`src/rtl/vic_pkg.sv`:
```
package vic_pkg;
  localparam int BYTE_W     = 8;
  localparam int B_PEND     = 7;
  localparam int B_LIVE     = 6;
  localparam int B_SEL      = 4;
  localparam int B_EN       = 3;
  localparam int B_GIE      = 4;
  localparam int IDX_ABORT  = 2;
  localparam int IDX_SERIAL = 3;
  localparam int N_SOFT     = 2;

  typedef logic [BYTE_W-1:0] byte_t;

  // vector = base + source index, wrapping at the byte width
  function automatic byte_t vec_of(byte_t base, int unsigned idx);
    return base + byte_t'(idx);
  endfunction
endpackage

```
`src/rtl/vic_src_cell.sv`:
```
module vic_src_cell
  import vic_pkg::*;
#(
  parameter int LW       = 3,
  parameter bit HAS_SEL  = 1'b0,
  parameter bit HAS_LIVE = 1'b0
) (
  input  logic          clk,
  input  logic          rst_n,
  input  logic          req,
  input  logic          wr,
  input  byte_t         wdata,
  input  logic          live,
  output logic          pend,
  output logic          en,
  output logic [LW-1:0] lvl,
  output logic          ext,
  output byte_t         rbyte
);
  logic clr_hit;
  logic sel;
  logic unused_wbits;

  assign clr_hit      = wr & wdata[B_PEND];
  assign unused_wbits = ^wdata;

  always_ff @(posedge clk) begin
    if (!rst_n) begin
      pend <= 1'b0;
      en   <= 1'b0;
      lvl  <= '0;
    end else begin
      pend <= (pend & ~clr_hit) | req;
      if (wr) begin
        en  <= wdata[B_EN];
        lvl <= wdata[LW-1:0];
      end
    end
  end

  generate
    if (HAS_SEL) begin : g_sel
      always_ff @(posedge clk) begin
        if (!rst_n)  sel <= 1'b0;
        else if (wr) sel <= wdata[B_SEL];
      end
      assign ext = ~sel;
    end else begin : g_nosel
      assign sel = 1'b0;
      assign ext = 1'b0;
    end
  endgenerate

  always_comb begin
    rbyte         = '0;
    rbyte[LW-1:0] = lvl;
    rbyte[B_EN]   = en;
    rbyte[B_SEL]  = sel;
    rbyte[B_LIVE] = live & HAS_LIVE;
    rbyte[B_PEND] = pend;
  end

  // a request always leaves the flag set
  p_req_sets_r2: assert property (@(posedge clk) disable iff (!rst_n)
    req |=> pend);
  // a clearing write without a request empties the flag
  p_clear_r3: assert property (@(posedge clk) disable iff (!rst_n)
    (wr && wdata[B_PEND] && !req) |=> !pend);
  // with neither write-clear nor request the flag holds
  p_hold_r3: assert property (@(posedge clk) disable iff (!rst_n)
    (!clr_hit && !req) |=> $stable(pend));
endmodule

```
`src/rtl/vic_prio_pick.sv`:
```
module vic_prio_pick #(
  parameter int NSRC = 12,
  parameter int LW   = 3,
  localparam int IW  = $clog2(NSRC)
) (
  input  logic                     clk,
  input  logic                     rst_n,
  input  logic [NSRC-1:0]          cand,
  input  logic [NSRC-1:0][LW-1:0]  lvls,
  input  logic [LW-1:0]            ack_lvl,
  output logic [LW-1:0]            max_l,
  output logic                     hit,
  output logic [IW-1:0]            idx
);
  always_comb begin
    max_l = '0;
    for (int i = 0; i < NSRC; i++)
      if (cand[i] && (lvls[i] > max_l)) max_l = lvls[i];
  end

  // scan from the top so the lowest index is the last to overwrite
  always_comb begin
    hit = 1'b0;
    idx = '0;
    for (int i = NSRC - 1; i >= 0; i--)
      if (cand[i] && (lvls[i] == ack_lvl)) begin
        hit = 1'b1;
        idx = IW'(i);
      end
  end

  // the chosen source is a candidate at the acknowledged level
  p_winner_level_r5: assert property (@(posedge clk) disable iff (!rst_n)
    hit |-> (cand[idx] && (lvls[idx] == ack_lvl)));
  // an acknowledged level never exceeds the requested maximum
  p_ack_below_max_r4: assert property (@(posedge clk) disable iff (!rst_n)
    hit |-> (ack_lvl <= max_l));
endmodule

```
`src/rtl/vic_top.sv`:
```
module vic_top
  import vic_pkg::*;
#(
  parameter int NSRC = 12,
  parameter int LW   = 3,
  parameter int AW   = 4,
  localparam int NHW = NSRC - N_SOFT,
  localparam int IW  = $clog2(NSRC)
) (
  input  logic           clk,
  input  logic           rst_n,
  input  logic [NHW-1:0] src_req,
  input  logic [N_SOFT-1:0] soft_set,
  input  logic           abort_sw,
  input  logic           reg_we,
  input  logic [AW-1:0]  reg_addr,
  input  logic [7:0]     reg_wdata,
  output logic [7:0]     reg_rdata,
  output logic [LW-1:0]  irq_level,
  input  logic           iack,
  input  logic [LW-1:0]  iack_level,
  output logic [7:0]     vec_out,
  output logic           vec_hit,
  output logic           vec_ext
);
  localparam logic [AW-1:0] A_BASE = AW'(NSRC);
  localparam logic [AW-1:0] A_GCR  = AW'(NSRC + 1);

  logic [NSRC-1:0]         req_v, wr_v, pend_v, en_v, ext_v, cand;
  logic [NSRC-1:0][LW-1:0] lvl_v;
  byte_t                   rbyte_v [NSRC];
  byte_t                   base;
  logic                    gie;
  logic [LW-1:0]           max_l;
  logic                    hit;
  logic [IW-1:0]           idx;

  genvar gi;
  generate
    for (gi = 0; gi < NSRC; gi++) begin : g_src
      if (gi < NHW) begin : g_hw
        assign req_v[gi] = src_req[gi];
      end else begin : g_sw
        assign req_v[gi] = soft_set[gi - NHW];
      end
      assign wr_v[gi] = reg_we && (reg_addr == AW'(gi));
      assign cand[gi] = gie && pend_v[gi] && en_v[gi] && (lvl_v[gi] != '0);

      vic_src_cell #(
        .LW      (LW),
        .HAS_SEL (gi == IDX_SERIAL),
        .HAS_LIVE(gi == IDX_ABORT)
      ) u_cell (
        .clk  (clk),
        .rst_n(rst_n),
        .req  (req_v[gi]),
        .wr   (wr_v[gi]),
        .wdata(reg_wdata),
        .live (abort_sw),
        .pend (pend_v[gi]),
        .en   (en_v[gi]),
        .lvl  (lvl_v[gi]),
        .ext  (ext_v[gi]),
        .rbyte(rbyte_v[gi])
      );
    end
  endgenerate

  always_ff @(posedge clk) begin
    if (!rst_n) begin
      base <= '0;
      gie  <= 1'b0;
    end else if (reg_we) begin
      if (reg_addr == A_BASE) base <= reg_wdata;
      if (reg_addr == A_GCR)  gie  <= reg_wdata[B_GIE];
    end
  end

  always_comb begin
    reg_rdata = '0;
    for (int i = 0; i < NSRC; i++)
      if (reg_addr == AW'(i)) reg_rdata = rbyte_v[i];
    if (reg_addr == A_BASE) reg_rdata = base;
    if (reg_addr == A_GCR)  reg_rdata[B_GIE] = gie;
  end

  vic_prio_pick #(.NSRC(NSRC), .LW(LW)) u_pick (
    .clk    (clk),
    .rst_n  (rst_n),
    .cand   (cand),
    .lvls   (lvl_v),
    .ack_lvl(iack_level),
    .max_l  (max_l),
    .hit    (hit),
    .idx    (idx)
  );

  logic ack_win, ack_ext;
  assign ack_win   = iack && hit;
  assign ack_ext   = ack_win && ext_v[idx];
  assign irq_level = max_l;
  assign vec_ext   = ack_ext;
  assign vec_hit   = ack_win && !ack_ext;
  assign vec_out   = vec_hit ? vec_of(base, idx) : '0;

  // a cleared global enable silences the request level
  p_gate_r4: assert property (@(posedge clk) disable iff (!rst_n)
    !gie |-> (irq_level == '0));
  // no acknowledge, no answer
  p_idle_r6: assert property (@(posedge clk) disable iff (!rst_n)
    !iack |-> (!vec_hit && !vec_ext && vec_out == '0));
  // a supplied vector lies inside the window above the base
  p_vec_window_r5: assert property (@(posedge clk) disable iff (!rst_n)
    vec_hit |-> (byte_t'(vec_out - base) < byte_t'(NSRC)));
  // internal and external delivery exclude each other
  p_one_owner_r7: assert property (@(posedge clk) disable iff (!rst_n)
    !(vec_hit && vec_ext));
endmodule

```
`config.mk`:
```
export PLATFORM = sky130hd
export DESIGN_NAME = vic_top
export DESIGN_NICKNAME = d
export VERILOG_FILES = /design/src/rtl/vic_pkg.sv /design/src/rtl/vic_src_cell.sv /design/src/rtl/vic_prio_pick.sv /design/src/rtl/vic_top.sv
export SDC_FILE = /design/constraint.sdc
export NUM_CORES = 1
export LEC_CHECK = 0
export ABC_AREA = 1
export BUFFER_PORTS_ARGS = -buffer_cell sky130_fd_sc_hd__buf_2
export CORE_ASPECT_RATIO = 0.7
export CORE_MARGIN = 3
export CORE_UTILIZATION = 55
export DETAILED_ROUTE_END_ITERATION = 16
export GPL_TIMING_DRIVEN = 1
export PLACE_DENSITY = 0.79
export RECOVER_POWER = 25
export REMOVE_ABC_BUFFERS = 1
export SYNTH_ARGS = -nofsm -noshare
export SYNTH_HDL_FRONTEND = slang
export SYNTH_HIERARCHICAL = 1
export SYNTH_SLANG_ARGS = --single-unit
```
`constraint.sdc`:
```
create_clock -name clk -period 25.7 [get_ports clk]
set_clock_uncertainty 0.15 [all_clocks]
set_input_delay 1.285 -clock clk [delete_from_list [all_inputs] [get_ports clk]]
set_output_delay 1.285 -clock clk [all_outputs]
set_load 0.01 [all_outputs]
```
# Yosys cells after proc, flatten, opt, wreduce, memory -nomap -nowiden

Index checks and enable logic that the tools add are counted.

Add/subtract/negate cells: 1
Order comparisons: 13
Equal/unequal tests: 25
Muxes and demuxes: 53
Bitwise operators: 49
Reduce and logical (&&, ||, !) cells: 91

Operator list:

| operator                                                                        | count |
|---|---|
| 8-bit two-way mux                                                               | 14 |
| 1-bit logical AND                                                               | 75 |
| 4-bit two-way mux                                                               | 12 |
| 3-bit equality test                                                             | 12 |
| 3-bit two-way mux                                                               | 12 |
| 3-bit nonzero test                                                              | 12 |
| 3-bit greater-than comparator                                                   | 11 |
| 1-bit bitwise AND                                                               | 24 |
| 4-bit equality test, second input constant                                      | 6 |
| 4-bit by 3-bit equality test with 1-bit output, second input constant           | 4 |
| 1-bit two-way mux                                                               | 14 |
| 1-bit NOT                                                                       | 13 |
| 1-bit OR                                                                        | 12 |
| 8-bit by 4-bit adder with 8-bit output                                          | 1 |
| 4-bit by 2-bit equality test with 1-bit output, second input constant           | 2 |
| 4-bit by 5-bit < comparator with 1-bit output, second input constant            | 1 |
| 1-bit binary-select mux with 4-bit select                                       | 1 |
| 4-bit by 1-bit equality test with 1-bit output, second input constant           | 1 |
| 4-bit logical NOT                                                               | 1 |
| 2-bit AND reduction                                                             | 2 |
| 3-bit by 1-bit greater-than comparator with 1-bit output, second input constant | 1 |
| 1-bit logical NOT                                                               | 1 |

Register bits: 70
Input port bits: 32

# Depth between registers and ports, before layout

Word-level depth: 38
Gate-level depth with buffers: 92

# Cells and area by module

The synthesis kept the hierarchy.

By module, submodules not included:

| module                              | instances | cells each | area an instance (um2) | seq. area each (um2) |
|---|---|---|---|---|
| vic_src_cell at g_src[0].u_cell ... | 11        | 33         | 245.2                  | 100.1 |
| vic_prio_pick                       | 1         | 342        | 1884.3                 | 0.0 |
| vic_top                             | 1         | 373        | 1821.7                 | 180.2 |
| vic_src_cell at g_src[3].u_cell     | 1         | 37         | 274.0                  | 120.1 |

# Worst setup path before layout

OpenSTA, ideal clock, no wires.

Path kind: flip-flop to output port
From: reg gie
To: out irq_level[2]
Data arrival time: 11494 ps
Path slack: 12771 ps
Cell stages (with the launch flop): 83
Path buffers: 1
Cell sequence: dfxtp_1 -> clkbuf_1 -> nand3_1 -> nor2_1 -> nand2_1 -> nor2_1 -> inv_1 -> ha_1 -> nand3_1 -> nand2_1 -> inv_2 -> nand2_4 -> o21ai_0 -> ha_1 -> o21ai_0 -> nand3_2 -> nand3_2 -> nand2_2 -> [47 not listed] -> inv_1 -> nand2_2 -> nand3_2 -> nand2_1 -> o21ai_2 -> ha_1 -> inv_1 -> o21ai_0 -> nand2_1 -> a21oi_1 -> nand2_2 -> nand2_1 -> nand2_1 -> ha_1 -> nand2_1 -> o21ai_0 -> nand3_1 -> o21ai_0

Cells in the longest elaborated chain, start to end: 38

RTL lines:

| what                               | RTL line            | RTL |
|---|---|---|
| start: declaration                 | vic_top.sv:33       | `logic gie;` |
| start signal: assignment           | vic_top.sv:75       | `if (reg_addr == A_GCR) gie <= reg_wdata[B_GIE];` |
| 1-bit logical AND (*) (3 in a row) | vic_top.sv:47       | `assign cand[gi] = gie && pend_v[gi] && en_v[gi] && (lvl_v[gi] != '0);` |
| via cand[0]                        | vic_top.sv:29       | `logic [NSRC-1:0] req_v, wr_v, pend_v, en_v, ext_v, cand;` |
| 1-bit logical AND (*)              | vic_prio_pick.sv:18 | `if (cand[i] && (lvls[i] > max_l)) max_l = lvls[i];` |
| 3-bit two-way mux (*)              | vic_prio_pick.sv:18 |  |
| 3-bit greater-than comparator      | vic_prio_pick.sv:18 |  |
| 1-bit logical AND                  | vic_prio_pick.sv:18 |  |
| 3-bit two-way mux (*)              | vic_prio_pick.sv:18 |  |
| 3-bit greater-than comparator      | vic_prio_pick.sv:18 |  |
| [21 not listed]                    | --                  |  |
| 1-bit logical AND                  | vic_prio_pick.sv:18 |  |
| 3-bit two-way mux (*)              | vic_prio_pick.sv:18 |  |
| 3-bit greater-than comparator      | vic_prio_pick.sv:18 |  |
| 1-bit logical AND                  | vic_prio_pick.sv:18 |  |
| 3-bit two-way mux (*)              | vic_prio_pick.sv:18 |  |
| 3-bit greater-than comparator      | vic_prio_pick.sv:18 |  |
| 1-bit logical AND                  | vic_prio_pick.sv:18 |  |
| 3-bit two-way mux (*)              | vic_prio_pick.sv:18 |  |
| end: declaration                   | vic_top.sv:19       | `output logic [LW-1:0] irq_level,` |

Mark *: on every way through the listed nets, which the timed path passes. The rest lies on a longest branch.

# Worst setup path in the final report

From: reg gie
To: out irq_level[0]

Same word-level chain as after synthesis.

==> run summary <==
The overall fraction of global-route tracks in use is 0.248. The number of clock buffers inserted by TritonCTS is 9. The number of antenna violations at the first check in global routing came out at 0.

The global-route met2 utilization came out at 0.319. For this configuration, the core starts out at a cell density of 0.585. The final net count is around 1,100. The required time of the worst setup path is around 24 ns.

Synthesis produced 1,115 cells. The die span in x came out at 138 um. The post-layout instance count excluding filler cells came out at 1,252. Power spread over the standard cell area amounts to 41.2 nW/um^2. The wire length of the first global-routing pass came out at 27,400 um.

The min-delay analysis places its worst path in the category reg2reg. In the synthesized netlist, the cells that appear most often are 203 x sky130_fd_sc_hd__nand2_1, 187 x sky130_fd_sc_hd__nor2_1, 157 x sky130_fd_sc_hd__inv_1. The floorplan step defined a core boundary enclosing 11,400 um^2. The worst setup path is launched from a flip-flop. STA classifies the critical path endpoint as a primary output.

The post-synthesis cell type count is 43. The largest fanout of any net on the critical path is 14. Headroom to the max-slew limit came out at -0.552. Yosys printed 6 warnings.

The dominant synthesized flop cell is sky130_fd_sc_hd__dfxtp_1. The static power due to leakage is approximately 3.2 nW. The endpoint arrival time on the critical path is 13.08 ns. The post-synthesis register bit count is 70.

The area growth from synthesis to final layout is 0.581%. The total instance count after detailed placement is 1,236. The height of the die came out at 98.2 um. The count of unresolved DRC violations after routing came out at 0. The largest incremental delay on the critical path is just over 0.6 ns. The average cell area after synthesis is roughly 6 um^2. Entering global routing, the biggest net connects 67 pins.

53 I/O pins were placed. The cell that appears most often on the critical path is sky130_fd_sc_hd__nand2_2. Once the clock tree was built, the setup fixing pass inserted 0 buffers. The checks that failed: max-capacitance violations, max-slew violations.

The total setup violations reported at the end of the flow is 0. The HPWL after detailed placement is 13,100 um. The H-tree generated during clock tree synthesis spans 3 levels. Summed over all layers, the routed wires come to 16,700 um. Clock-pin slew was measured on the worst setup and hold paths at 0.06 ns. By area the synthesized netlist is led by sky130_fd_sc_hd__dfxtp_1 21%, sky130_fd_sc_hd__buf_4 12%, sky130_fd_sc_hd__nand2_1 11%. Row generation in the floorplan step produced 32 rows. After routing, the total negative slack on setup checks comes to 0 ns. The library cell used as clock root buffer is sky130_fd_sc_hd__clkbuf_16. The clock drives 70 sinks. The share of the core filled with cells is 0.589. The post-cts sizing count came out at 0. The met3 layer usage reported by global route came out at 0.0427. Once detail routing completed, the nets flagged for antenna violations numbered 0. The number of flops mapped to enable cells by yosys is 0.

The routing layer with the top usage in global route is met1. The count of max-cap constraint violations is 1. Before CTS, the worst setup slack after placement is 11.66 ns.

The count of antenna diodes in the layout came out at 0. The number of max-slew violations in the final report is 67. The remaining global-route overflow came out at 0.

The slew at the pin closest to its max-slew limit is 2.33 ns. TritonCTS built the clock tree. The starting DRC count in detailed routing is between 700 and 800. Buffers placed on the I/O ports in this run total 52.

For the worst-skew pair, the clock arrives at the later sink with an insertion delay of 0.34 ns. The via count of the first global-routing pass came out at 5,439. The routability congestion estimate is between 0.9 and 1. Dividing the final minimum period by the clock period gives 0.565. The flow ran to the end, but the final reports show violations. The number of cells on the worst hold path came out at 2. The netlist area before placement is 6680 um^2. The time the final worst path needs with I/O delays and setup came out at 14.52 ns. The slowest library cell on the worst path is sky130_fd_sc_hd__dfxtp_1. The most used standard cell by instance count after synthesis is sky130_fd_sc_hd__nand2_1.

The buffer levels on the longest clock path came out at 2. The maximum clock frequency is 0.0689 GHz. The share of flip-flops with an asynchronous set or reset came out at 0. Dividing the detail-routed via count by the number of cells gives just over 5. The number of hold violations in the final report is 0.

In the final layout, the share of cells above drive strength 1 is 0.117. The worst setup path is of the reg2out kind. The count of fill cells added during filler insertion is 1,147. For this run, global-route usage on met1 was measured as 0.416.

The cell accounting for the most synthesized area is sky130_fd_sc_hd__dfxtp_1. The share of the yosys chip area belonging to registers came out at 0.210. The detailed-route via count is 6,429. The smallest setup slack after layout came out at around 11 ns. The floorplan die area came out at 13,500 um^2.

Setup repair after global routing left no endpoint under its margin. Counting cells, the worst reg-to-reg path comes to 2. The average wire per standard cell is 13.3 um. Before antenna repair, the detailed router went through 7 iterations. The area share of the largest cell type after synthesis came out at 0.210. The count of hold-fix buffers inserted at cts is 0.

The peak ir drop on the vdd network came out at 0.0338 mV.
## flip-flops by register name (all words and copies together) (netlist names)
signal and cells:
g_src.u_cell/en 12, g_src.u_cell/lvl 36, g_src.u_cell/pend 12, g_src.u_cell/sel 1, gie 1, base 8
## critical path, delay by kind of cell, from the launching register on
kind,cells,cell delay [ns]
AOI/OAI and AO/OA,20,3.52
adders and majority gates,11,3.08
buffers and inverters,12,0.95
DFF,1,0.62
and+or+nand+nor,41,4.56
## final timing paths
kind | start | slack [ns] | endpoint
max reg2reg | gie$_SDFFE_PN0P_ | 24.62 | gie$_SDFFE_PN0P_
min | base[3]$_SDFFE_PN0P_ | 0.34 | base[3]$_SDFFE_PN0P_
max | gie$_SDFFE_PN0P_ | 11.18 | irq_level[0]
min reg2reg | base[3]$_SDFFE_PN0P_ | 0.34 | base[3]$_SDFFE_PN0P_
## kinds of logic (layout without fill, tap and decap cells)
kind of cell    Yosys count  after routing  share of synthesized area
simple gates            549            549                      0.365
buf+inv                 278            229                      0.217
compound gates          172            172                      0.144
flops                    70             70                      0.210
fa+ha+maj                21             21                     0.0405
xor+xnor                 13             13                     0.0171
other cells              12             45                    0.00674
## report_power, final
group,internal [mW],switching (mW),leakage (nW)
clock,0.0784,0.0495,0.149
combinational,0.0108,0.0215,2.45
sequential,0.112,0.00436,0.570
## area by class of cell
class	instances	area, um^2	area share
clock buffer	10	239	0.0356
clock inverter	6	68.8	0.0102
inverter	161	604	0.0900
multi-input combinational	800	3950	0.588
sequential	70	1400	0.209
tap	153	191	0.0285
timing repair buffer	52	259	0.0386
## cell usage in the layout (no fill, tap or decap), types with 9 or more instances in the layout
cell,instances
sky130_fd_sc_hd__ha_1,20
sky130_fd_sc_hd__or2_2,9
sky130_fd_sc_hd__nand4_1,22
sky130_fd_sc_hd__inv_1,157
sky130_fd_sc_hd__clkbuf_16,9
sky130_fd_sc_hd__conb_1,45
sky130_fd_sc_hd__buf_2,51
sky130_fd_sc_hd__nand2_2,26
sky130_fd_sc_hd__dfxtp_1,70
sky130_fd_sc_hd__nand3_1,53
sky130_fd_sc_hd__nand3_2,14
sky130_fd_sc_hd__o22ai_1,12
sky130_fd_sc_hd__o21ai_0,75
sky130_fd_sc_hd__nor2_1,187
sky130_fd_sc_hd__nor3_1,23
sky130_fd_sc_hd__a21oi_1,58
sky130_fd_sc_hd__xor2_1,12
sky130_fd_sc_hd__nand2_1,203
## per-stage QoR
stage                     cell area (um^2)  power (mW)  hold slack [ns]
after floorplan                       5960       0.136            0.297
after global placement                6410       0.149            0.324
after CTS                             6720       0.275            0.333
after global routing                  6720       0.287            0.374
final                                 6720       0.276            0.335
after detailed placement              6410       0.150            0.324
## routing by layer
metal,share of wire,vias up
li1,-,3369
met3,0.096,11
met4,0.0080,0
met2,0.37,257
met5,0,-
met1,0.52,2792
No activity file was read; power rests on OpenSTA's default activity.
